File: config.mk
export PLATFORM = sky130hd
export DESIGN_NAME = msc_modem_ctrl
export DESIGN_NICKNAME = d
export VERILOG_FILES = /design/src/rtl/msc_pkg.sv /design/src/rtl/msc_sync.sv /design/src/rtl/msc_status.sv /design/src/rtl/msc_rts_ctrl.sv /design/src/rtl/msc_modem_ctrl.sv
export SDC_FILE = /design/constraint.sdc
export NUM_CORES = 1
export LEC_CHECK = 0
export BUFFER_PORTS_ARGS = -buffer_cell sky130_fd_sc_hd__buf_2
export CAP_MARGIN = 0
export CORE_UTILIZATION = 42
export DETAILED_ROUTE_END_ITERATION = 8
export GPL_ROUTABILITY_DRIVEN = 0
export PLACE_DENSITY = 0.7
export SYNTH_ARGS = -nofsm -noshare
export SYNTH_HDL_FRONTEND = slang
export SYNTH_SLANG_ARGS = --single-unit
File: constraint.sdc
create_clock -name clk -period 2 [get_ports clk]
set_clock_uncertainty 0.15 [all_clocks]
set_input_delay 0.4 -clock clk [delete_from_list [all_inputs] [get_ports clk]]
set_output_delay 0.4 -clock clk [all_outputs]
set_load 0.005 [all_outputs]
File: src/rtl/msc_pkg.sv
package msc_pkg;
    localparam int NUM_LINES = 4;
    localparam int LN_CTS = 0;
    localparam int LN_DSR = 1;
    localparam int LN_RI  = 2;
    localparam int LN_DCD = 3;

    localparam int CB_RTS  = 1;
    localparam int CB_LOOP = 4;
    localparam int CB_AUTO = 5;
    localparam logic [7:0] CTRL_MASK = 8'h32;

    typedef enum logic [1:0] {
        RS_SOFT     = 2'd0,
        RS_LOOP     = 2'd1,
        RS_THROTTLE = 2'd2
    } rts_state_e;
endpackage

File: src/rtl/msc_sync.sv
module msc_sync #(
    parameter int WIDTH  = 4,
    parameter int STAGES = 2
) (
    input  logic             clk,
    input  logic             rst_n,
    input  logic [WIDTH-1:0] pin_i,
    output logic [WIDTH-1:0] pin_o
);
    logic [WIDTH-1:0] stage_q [STAGES];

    always_ff @(posedge clk or negedge rst_n) begin
        if (!rst_n) begin
            for (int s = 0; s < STAGES; s++) stage_q[s] <= '1;
        end else begin
            stage_q[0] <= pin_i;
            for (int s = 1; s < STAGES; s++) stage_q[s] <= stage_q[s-1];
        end
    end

    assign pin_o = stage_q[STAGES-1];
endmodule

File: src/rtl/msc_status.sv
module msc_status
    import msc_pkg::*;
(
    input  logic                 clk,
    input  logic                 rst_n,
    input  logic [NUM_LINES-1:0] level_i,
    input  logic                 rd_clr,
    output logic [7:0]           status_o,
    output logic                 delta_any
);
    logic [NUM_LINES-1:0] prev_q;
    logic [NUM_LINES-1:0] delta_q;
    logic [NUM_LINES-1:0] change;

    always_comb begin
        change         = level_i ^ prev_q;
        change[LN_RI]  = prev_q[LN_RI] & ~level_i[LN_RI];
    end

    always_ff @(posedge clk or negedge rst_n) begin
        if (!rst_n) begin
            prev_q  <= '0;
            delta_q <= '0;
        end else begin
            prev_q  <= level_i;
            delta_q <= (rd_clr ? '0 : delta_q) | change;
        end
    end

    assign status_o  = {level_i, delta_q};
    assign delta_any = |delta_q;

    // a change seen in a read cycle survives the clear
    assert_edge_kept_R5: assert property (@(posedge clk) disable iff (!rst_n)
        (change != '0) |=> ((delta_q & $past(change)) == $past(change)));
    // a read with no change leaves no flag set
    assert_read_clears_R5: assert property (@(posedge clk) disable iff (!rst_n)
        (rd_clr && change == '0) |=> (delta_q == '0));
    // a rising ring level never sets the ring flag by itself
    assert_ring_lead_ignored_R4: assert property (@(posedge clk) disable iff (!rst_n)
        (rd_clr && !prev_q[LN_RI] && level_i[LN_RI]) |=> !delta_q[LN_RI]);
endmodule

File: src/rtl/msc_rts_ctrl.sv
module msc_rts_ctrl
    import msc_pkg::*;
(
    input  logic       clk,
    input  logic       rst_n,
    input  logic       wr_ctrl,
    input  logic [7:0] wdata,
    input  logic       rx_stop,
    output logic [7:0] ctrl_o,
    output logic       rts_n,
    output logic       loop_mode
);
    logic [7:0]  ctrl_q;
    logic [7:0]  ctrl_d;
    rts_state_e  state_q;
    rts_state_e  state_d;
    logic        throttle;

    assign ctrl_d   = wr_ctrl ? (wdata & CTRL_MASK) : ctrl_q;
    assign throttle = ctrl_d[CB_AUTO] & rx_stop;

    always_comb begin
        state_d = state_q;
        unique case (state_q)
            RS_SOFT: begin
                if (ctrl_d[CB_LOOP])  state_d = RS_LOOP;
                else if (throttle)    state_d = RS_THROTTLE;
            end
            RS_LOOP: begin
                if (!ctrl_d[CB_LOOP]) state_d = throttle ? RS_THROTTLE : RS_SOFT;
            end
            RS_THROTTLE: begin
                if (ctrl_d[CB_LOOP])  state_d = RS_LOOP;
                else if (!throttle)   state_d = RS_SOFT;
            end
            default:                  state_d = RS_SOFT;
        endcase
    end

    always_ff @(posedge clk or negedge rst_n) begin
        if (!rst_n) begin
            state_q <= RS_SOFT;
            ctrl_q  <= '0;
        end else begin
            state_q <= state_d;
            ctrl_q  <= ctrl_d;
        end
    end

    always_comb begin
        rts_n     = 1'b1;
        loop_mode = ctrl_q[CB_LOOP];
        unique case (state_q)
            RS_SOFT:     rts_n = ~ctrl_q[CB_RTS];
            RS_LOOP:     rts_n = 1'b1;
            RS_THROTTLE: rts_n = 1'b1;
            default:     rts_n = 1'b1;
        endcase
    end

    assign ctrl_o = ctrl_q;

    // loop mode forces the request line inactive
    assert_loop_forces_rts_R9: assert property (@(posedge clk) disable iff (!rst_n)
        ctrl_d[CB_LOOP] |=> rts_n);
    // enabled flow stop forces the request line inactive
    assert_throttle_rts_R10: assert property (@(posedge clk) disable iff (!rst_n)
        (ctrl_d[CB_AUTO] && rx_stop) |=> rts_n);
    // with no override, the line follows the software bit
    assert_soft_follows_R8: assert property (@(posedge clk) disable iff (!rst_n)
        (!ctrl_d[CB_LOOP] && !(ctrl_d[CB_AUTO] && rx_stop)) |=> (rts_n == !$past(ctrl_d[CB_RTS])));
endmodule

File: src/rtl/msc_modem_ctrl.sv
module msc_modem_ctrl
    import msc_pkg::*;
#(
    parameter int SYNC_STAGES = 2
) (
    input  logic       clk,
    input  logic       rst_n,
    input  logic       reg_sel,
    input  logic       wr_en,
    input  logic       rd_en,
    input  logic [7:0] wdata,
    output logic [7:0] rdata,
    input  logic       cts_n,
    input  logic       dsr_n,
    input  logic       ri_n,
    input  logic       dcd_n,
    input  logic       msi_en,
    input  logic       rx_stop,
    output logic       rts_n,
    output logic       loop_mode,
    output logic       irq
);
    logic [NUM_LINES-1:0] pins_raw;
    logic [NUM_LINES-1:0] pins_sync;
    logic [7:0]           status;
    logic [7:0]           ctrl;
    logic                 delta_any;

    always_comb begin
        pins_raw         = '1;
        pins_raw[LN_CTS] = cts_n;
        pins_raw[LN_DSR] = dsr_n;
        pins_raw[LN_RI]  = ri_n;
        pins_raw[LN_DCD] = dcd_n;
    end

    msc_sync #(.WIDTH(NUM_LINES), .STAGES(SYNC_STAGES)) u_sync (
        .clk   (clk),
        .rst_n (rst_n),
        .pin_i (pins_raw),
        .pin_o (pins_sync)
    );

    msc_status u_status (
        .clk       (clk),
        .rst_n     (rst_n),
        .level_i   (~pins_sync),
        .rd_clr    (rd_en & reg_sel),
        .status_o  (status),
        .delta_any (delta_any)
    );

    msc_rts_ctrl u_rts (
        .clk       (clk),
        .rst_n     (rst_n),
        .wr_ctrl   (wr_en & ~reg_sel),
        .wdata     (wdata),
        .rx_stop   (rx_stop),
        .ctrl_o    (ctrl),
        .rts_n     (rts_n),
        .loop_mode (loop_mode)
    );

    assign rdata = reg_sel ? status : ctrl;
    assign irq   = msi_en & delta_any;

    // interrupt requires both the enable and a pending flag
    assert_irq_gated_R6: assert property (@(posedge clk) disable iff (!rst_n)
        irq |-> (msi_en && status[3:0] != 4'h0));
    assert_irq_raised_R6: assert property (@(posedge clk) disable iff (!rst_n)
        (msi_en && status[3:0] != 4'h0) |-> irq);
endmodule

# After elaboration in Yosys (flattened, before gate mapping)
# Cells that the tools add are included.
[word_totals]
elab_cells = 37
output_inout_bits = 11
in_bits = 19
register_bits = 21
[classes]
n_bitwise = 11
mux = 11
n_reduce_logical = 3
n_eq_ne = 5
[ops]
columns = ["cell", "count"]
rows = [
  ["two-way mux 2 bit", 6],
  ["two-way mux 8 bit", 1],
  ["two-way mux 6 bit", 1],
  ["case mux 2 bit (3 select lines)", 1],
  ["bitwise AND 1 bit", 5],
  ["two-way mux 4 bit", 1],
  ["NOT 4 bit", 1],
  ["OR 4 bit", 1],
  ["OR reduction 4 bit", 1],
  ["bitwise XOR 4 bit", 1],
  ["!= test 3 x 1 -> 1 bit (second input constant)", 1],
  ["!= test 3 x 2 -> 1 bit (second input constant)", 1],
  ["NOT 1 bit", 3],
  ["AND reduction 3 bit", 1],
  ["== test 2 x 1 -> 1 bit (second input constant)", 1],
  ["== test 2 bit (second input constant)", 1],
  ["logical NOT 2 bit", 1],
  ["!= test 2 bit (second input constant)", 1],
  ["two-way mux 1 bit", 1],
]

# Depth between registers and ports, before layout
[depth]
depth_word = 7
mapped_depth = 4
mapped_depth_nobuf = 3

# Modules after synthesis
# Synthesis repeated with hierarchy kept, for this count alone.
[hier_totals]
hier_cells = 73
hier_area_um2 = 954.7
[modules_own_cells]
columns = ["mod", "area_each_um2", "cells_per_inst", "seq_area_each_um2", "instances"]
rows = [
  ["msc_status", 302.8, 25, 200.2, 1],
  ["msc_rts_ctrl", 242.7, 20, 125.1, 1],
  ["msc_sync", 240.2, 12, 210.2, 1],
  ["msc_modem_ctrl", 168.9, 16, 0.0, 1],
]

# Least setup slack after synthesis
# No wires, ideal clock.
[synth_timing]
kind = "input -> output"
startpoint = "input port reg_sel"
endpoint = "output port rdata[1]"
path_buffers = 1
t_required_ns = 1.450
arrival_ns = 0.898
slack_ns = 0.552
stages = 2
cell_sequence = "buf_2 mux2_2"
[synth_between]
elab_chain_len = 1
[synth_rtl]
columns = ["item", "line_no", "source"]
rows = [
  ["from (decl)", "msc_modem_ctrl.sv:8", "input logic reg_sel,"],
  ["two-way mux 8 bit", "msc_modem_ctrl.sv:64", "assign rdata = reg_sel ? status : ctrl;"],
  ["to (decl)", "msc_modem_ctrl.sv:12", "output logic [7:0] rdata,"],
]
# No other way between the ends.

# Worst setup path after layout
[layout_timing]
startpoint = "register u_status.delta_q[2]"
endpoint = "output port irq"
[layout_between]
elab_chain_len = 2
[layout_rtl]
columns = ["item", "line_no", "source"]
rows = [
  ["from (decl)", "msc_status.sv:12", "logic [NUM_LINES-1:0] delta_q;"],
  ["from (signal assigned)", "msc_status.sv:26", "delta_q <= (rd_clr ? '0 : delta_q) | change;"],
  ["OR reduction 4 bit", "msc_status.sv:31", "assign delta_any = |delta_q;"],
  ["bitwise AND 1 bit", "msc_modem_ctrl.sv:65", "assign irq = msi_en & delta_any;"],
  ["to (decl)", "msc_modem_ctrl.sv:21", "output logic irq"],
]
# No other way between the ends.

==> impl_metrics.toml <==
[status]
outcome = "complete, no violations"

[cts]
clock-sinks = 21
cts_tree = "built"
hold_buffers = 1
ctsRootBufferMaster = "clkbuf_4"
ctsResizeCount = 0
clk_latency_ns = 0.29
cts_buffer_depth = 2
cts_buffers = 3
post-cts-setup-buffers = 0
clkTransAtPathRegs_ns = 0.11
h-tree-depth = 1

[setup_path]
path_cells = "o41a_1, buf_2"
cp_num_buf_inv = 1
crit_type = "reg2out"
critPathSlowestCell = "o41a_1"
cp_top_family = "compound AO/OA/AOI/OAI gates"
cp-start-kind = "register"
arrival_ns = 1.25
crit_path_end_kind = "output pin"
worst-path-max-fanout = 3
worstPathRequired_ns = 1.45
slowest_delay_ns = 0.42

[power]
irDropWorstVdd_uv = 559.8
finalPower_uw = 781.8
pwr_density_cell_nw_per_um2 = 809.4
power_leakage_uw = 0.0004775

[global_routing]
grt_pass1_wl_um = 1911
grt_pass1_vias = 478
grt_usage_pct = 14.15
antenna_found_initial = 0
grt_start_max_net_pins = 22
gr-total-overflow = 0

[floorplan]
initial_utilization_pct = 45.29
die_y_um = 45.15
ioPinCount = 30
die_x_um = 45.15
design.core.area_um2 = 1727
fp-row-count = 15
dieArea_um2 = 2039

[detailed_routing]
viasPerCell = 4.377
ant_nets = 0
wirelength_um = 1198
drt-initial-drc-count = 0
vias = 499
route.detailed.drc = 0
drtPass1Iterations = 1
routedWlPerCell_um = 10.51

[timing]
slew_viol_final = 0
fin_setup_tns_ns = 0
fin_crit_ns = 1.803
tightest_slew_ns = 0.4386
whs_ns = 0.03601
setup_viol = 0
fmax_mhz = 554.5
final-hold-violation-count = 0
max_slew_margin_pct = 70.76
period_share_pct = 90.17
rsz0062_at_grt = "false"

[synth]
synth_area_um2 = 782.0
synth_seq_cells = 21
avgSynthCellArea_um2 = 12.82
yosysWarnings = 0
yosysUniqueCellTypes = 19
syn_nets = 80
syn-instance-count = 61
synth_largest_area_cell = "dfrtp_1"
synth.area.top_cells = "dfrtp_1, dfstp_2, nand2_1, xor2_1, and2_1"
synth_top_area_share_pct = 41.60
ys_seq_area_share_pct = 68.48

[placement]
port_buffers = 24
dpl.hpwl_um = 899.5

[finish]
drive_above_1_share_pct = 44.94
final_net_count = 109
syn2layout_area_growth_pct = 23.52
antenna_cells = 0

[flow_run]
cap_violations = 0

[min_path]
hp-class = "in2reg"
[cell usage in the layout, fill, tap and decap left out, types with 2 or more instances in the layout]
master	count
dfrtp_1	13
clkbuf_4	3
mux2_2	2
dfstp_2	8
and2_1	4
nor2_1	2
nor2b_1	2
xor2_1	3
inv_1	5
buf_2	24
nand2_1	11
a21oi_1	2
[state kept, by name (all words and copies together) (netlist names)]
register,cells
u_status.prev_q,4
u_sync.stage_q,4
u_status.delta_q,4
u_rts.ctrl_o,3
u_rts.state_q,2
u_sync.pin_o,4
[worst register-to-register path, cell delays in order, from the launching register on]
cell	delay, ns
dfrtp_1	0.42
or3_1	0.37
a21oi_1	0.14
[report_power, final]
| part | switching [uW] | total [uW] | leakage [uW] | internal [uW] |
|---|---|---|---|---|
| clock network | 121 | 196 | 0.0000177 | 74.5 |
| logic | 45.9 | 101 | 0.000227 | 55.5 |
| registers | 19.9 | 485 | 0.000233 | 465 |
[layer usage]
| metal | part of all wire (%) | GRT usage, % | up-vias | wire length [um] |
|---|---|---|---|---|
| li1 | - | - | 247 | - |
| met1 | 42 | 14.29 | 236 | 499 |
| met2 | 53 | 24.64 | 14 | 636 |
| met3 | 3.6 | 2.400 | 2 | 43 |
| met4 | 1.5 | 12.73 | 0 | 18 |
| met5 | 0 | 0 | - | 0 |
[layout make-up]
class | instances | area (um2)
clock buffer | 3 | 22.52
fill | 171 | 760.7
clock inverter | 1 | 5.005
multi-input combinational | 34 | 222.7
timing repair buffer | 25 | 130.1
tap | 25 | 31.28
inverter | 5 | 18.77
sequential | 21 | 535.5
[worst paths after layout]
path,cells after the start,to,slack (ns),start
worst min register to register,0,u_sync.pin_o[2],0.21,u_sync.stage_q[6]
max in group asynchronous,2,u_sync.pin_o[1],0.94,rst_n
worst min-delay path,1,u_sync.stage_q[7],0.04,dcd_n
min in group asynchronous,2,u_status.delta_q[3],0.42,rst_n
worst max-delay path,2,irq,0.20,u_status.delta_q[2]
worst max register to register,2,u_rts.state_q[1],0.86,u_rts.ctrl_o[4]
[synthesized netlist by cell type]
cell type and count:
dfstp_2 8, and2_1 4, mux2_4 1, o41a_1 1, inv_1 5, buf_2 1, mux2_2 2, mux2i_1 1
nand2_1 11, a21oi_1 2, a22o_1 1, nor2_1 2, nor2b_1 2, or3_1 1, dfrtp_1 13, xor2_1 3
nor2b_4 1, o21ai_0 1, nand3b_1 1
[metrics by stage]
| step | util [%] | instances | cell area, um2 | setup WS (ns) |
|---|---|---|---|---|
| after floorplan | - | 61 | 782.0 | 0.5520 |
| after global placement | 53.77 | 109 | 928.4 | 0.3575 |
| final | 55.94 | 114 | 965.9 | 0.1965 |
| after CTS | 55.94 | 114 | 965.9 | 0.1743 |
| after detailed placement | 53.77 | 109 | 928.4 | 0.3417 |
| after global routing | 55.94 | 114 | 965.9 | 0.1537 |
[cells by family after synthesis]
logic type	synth area share, %
flip-flops	68.48
multiplexers	6.079
XOR/XNOR	3.361
buffers and inverters	3.040
AO/OA/AOI/OAI	4.480
AND/OR/NAND/NOR	14.56
No activity file was read; power rests on OpenSTA's default activity.
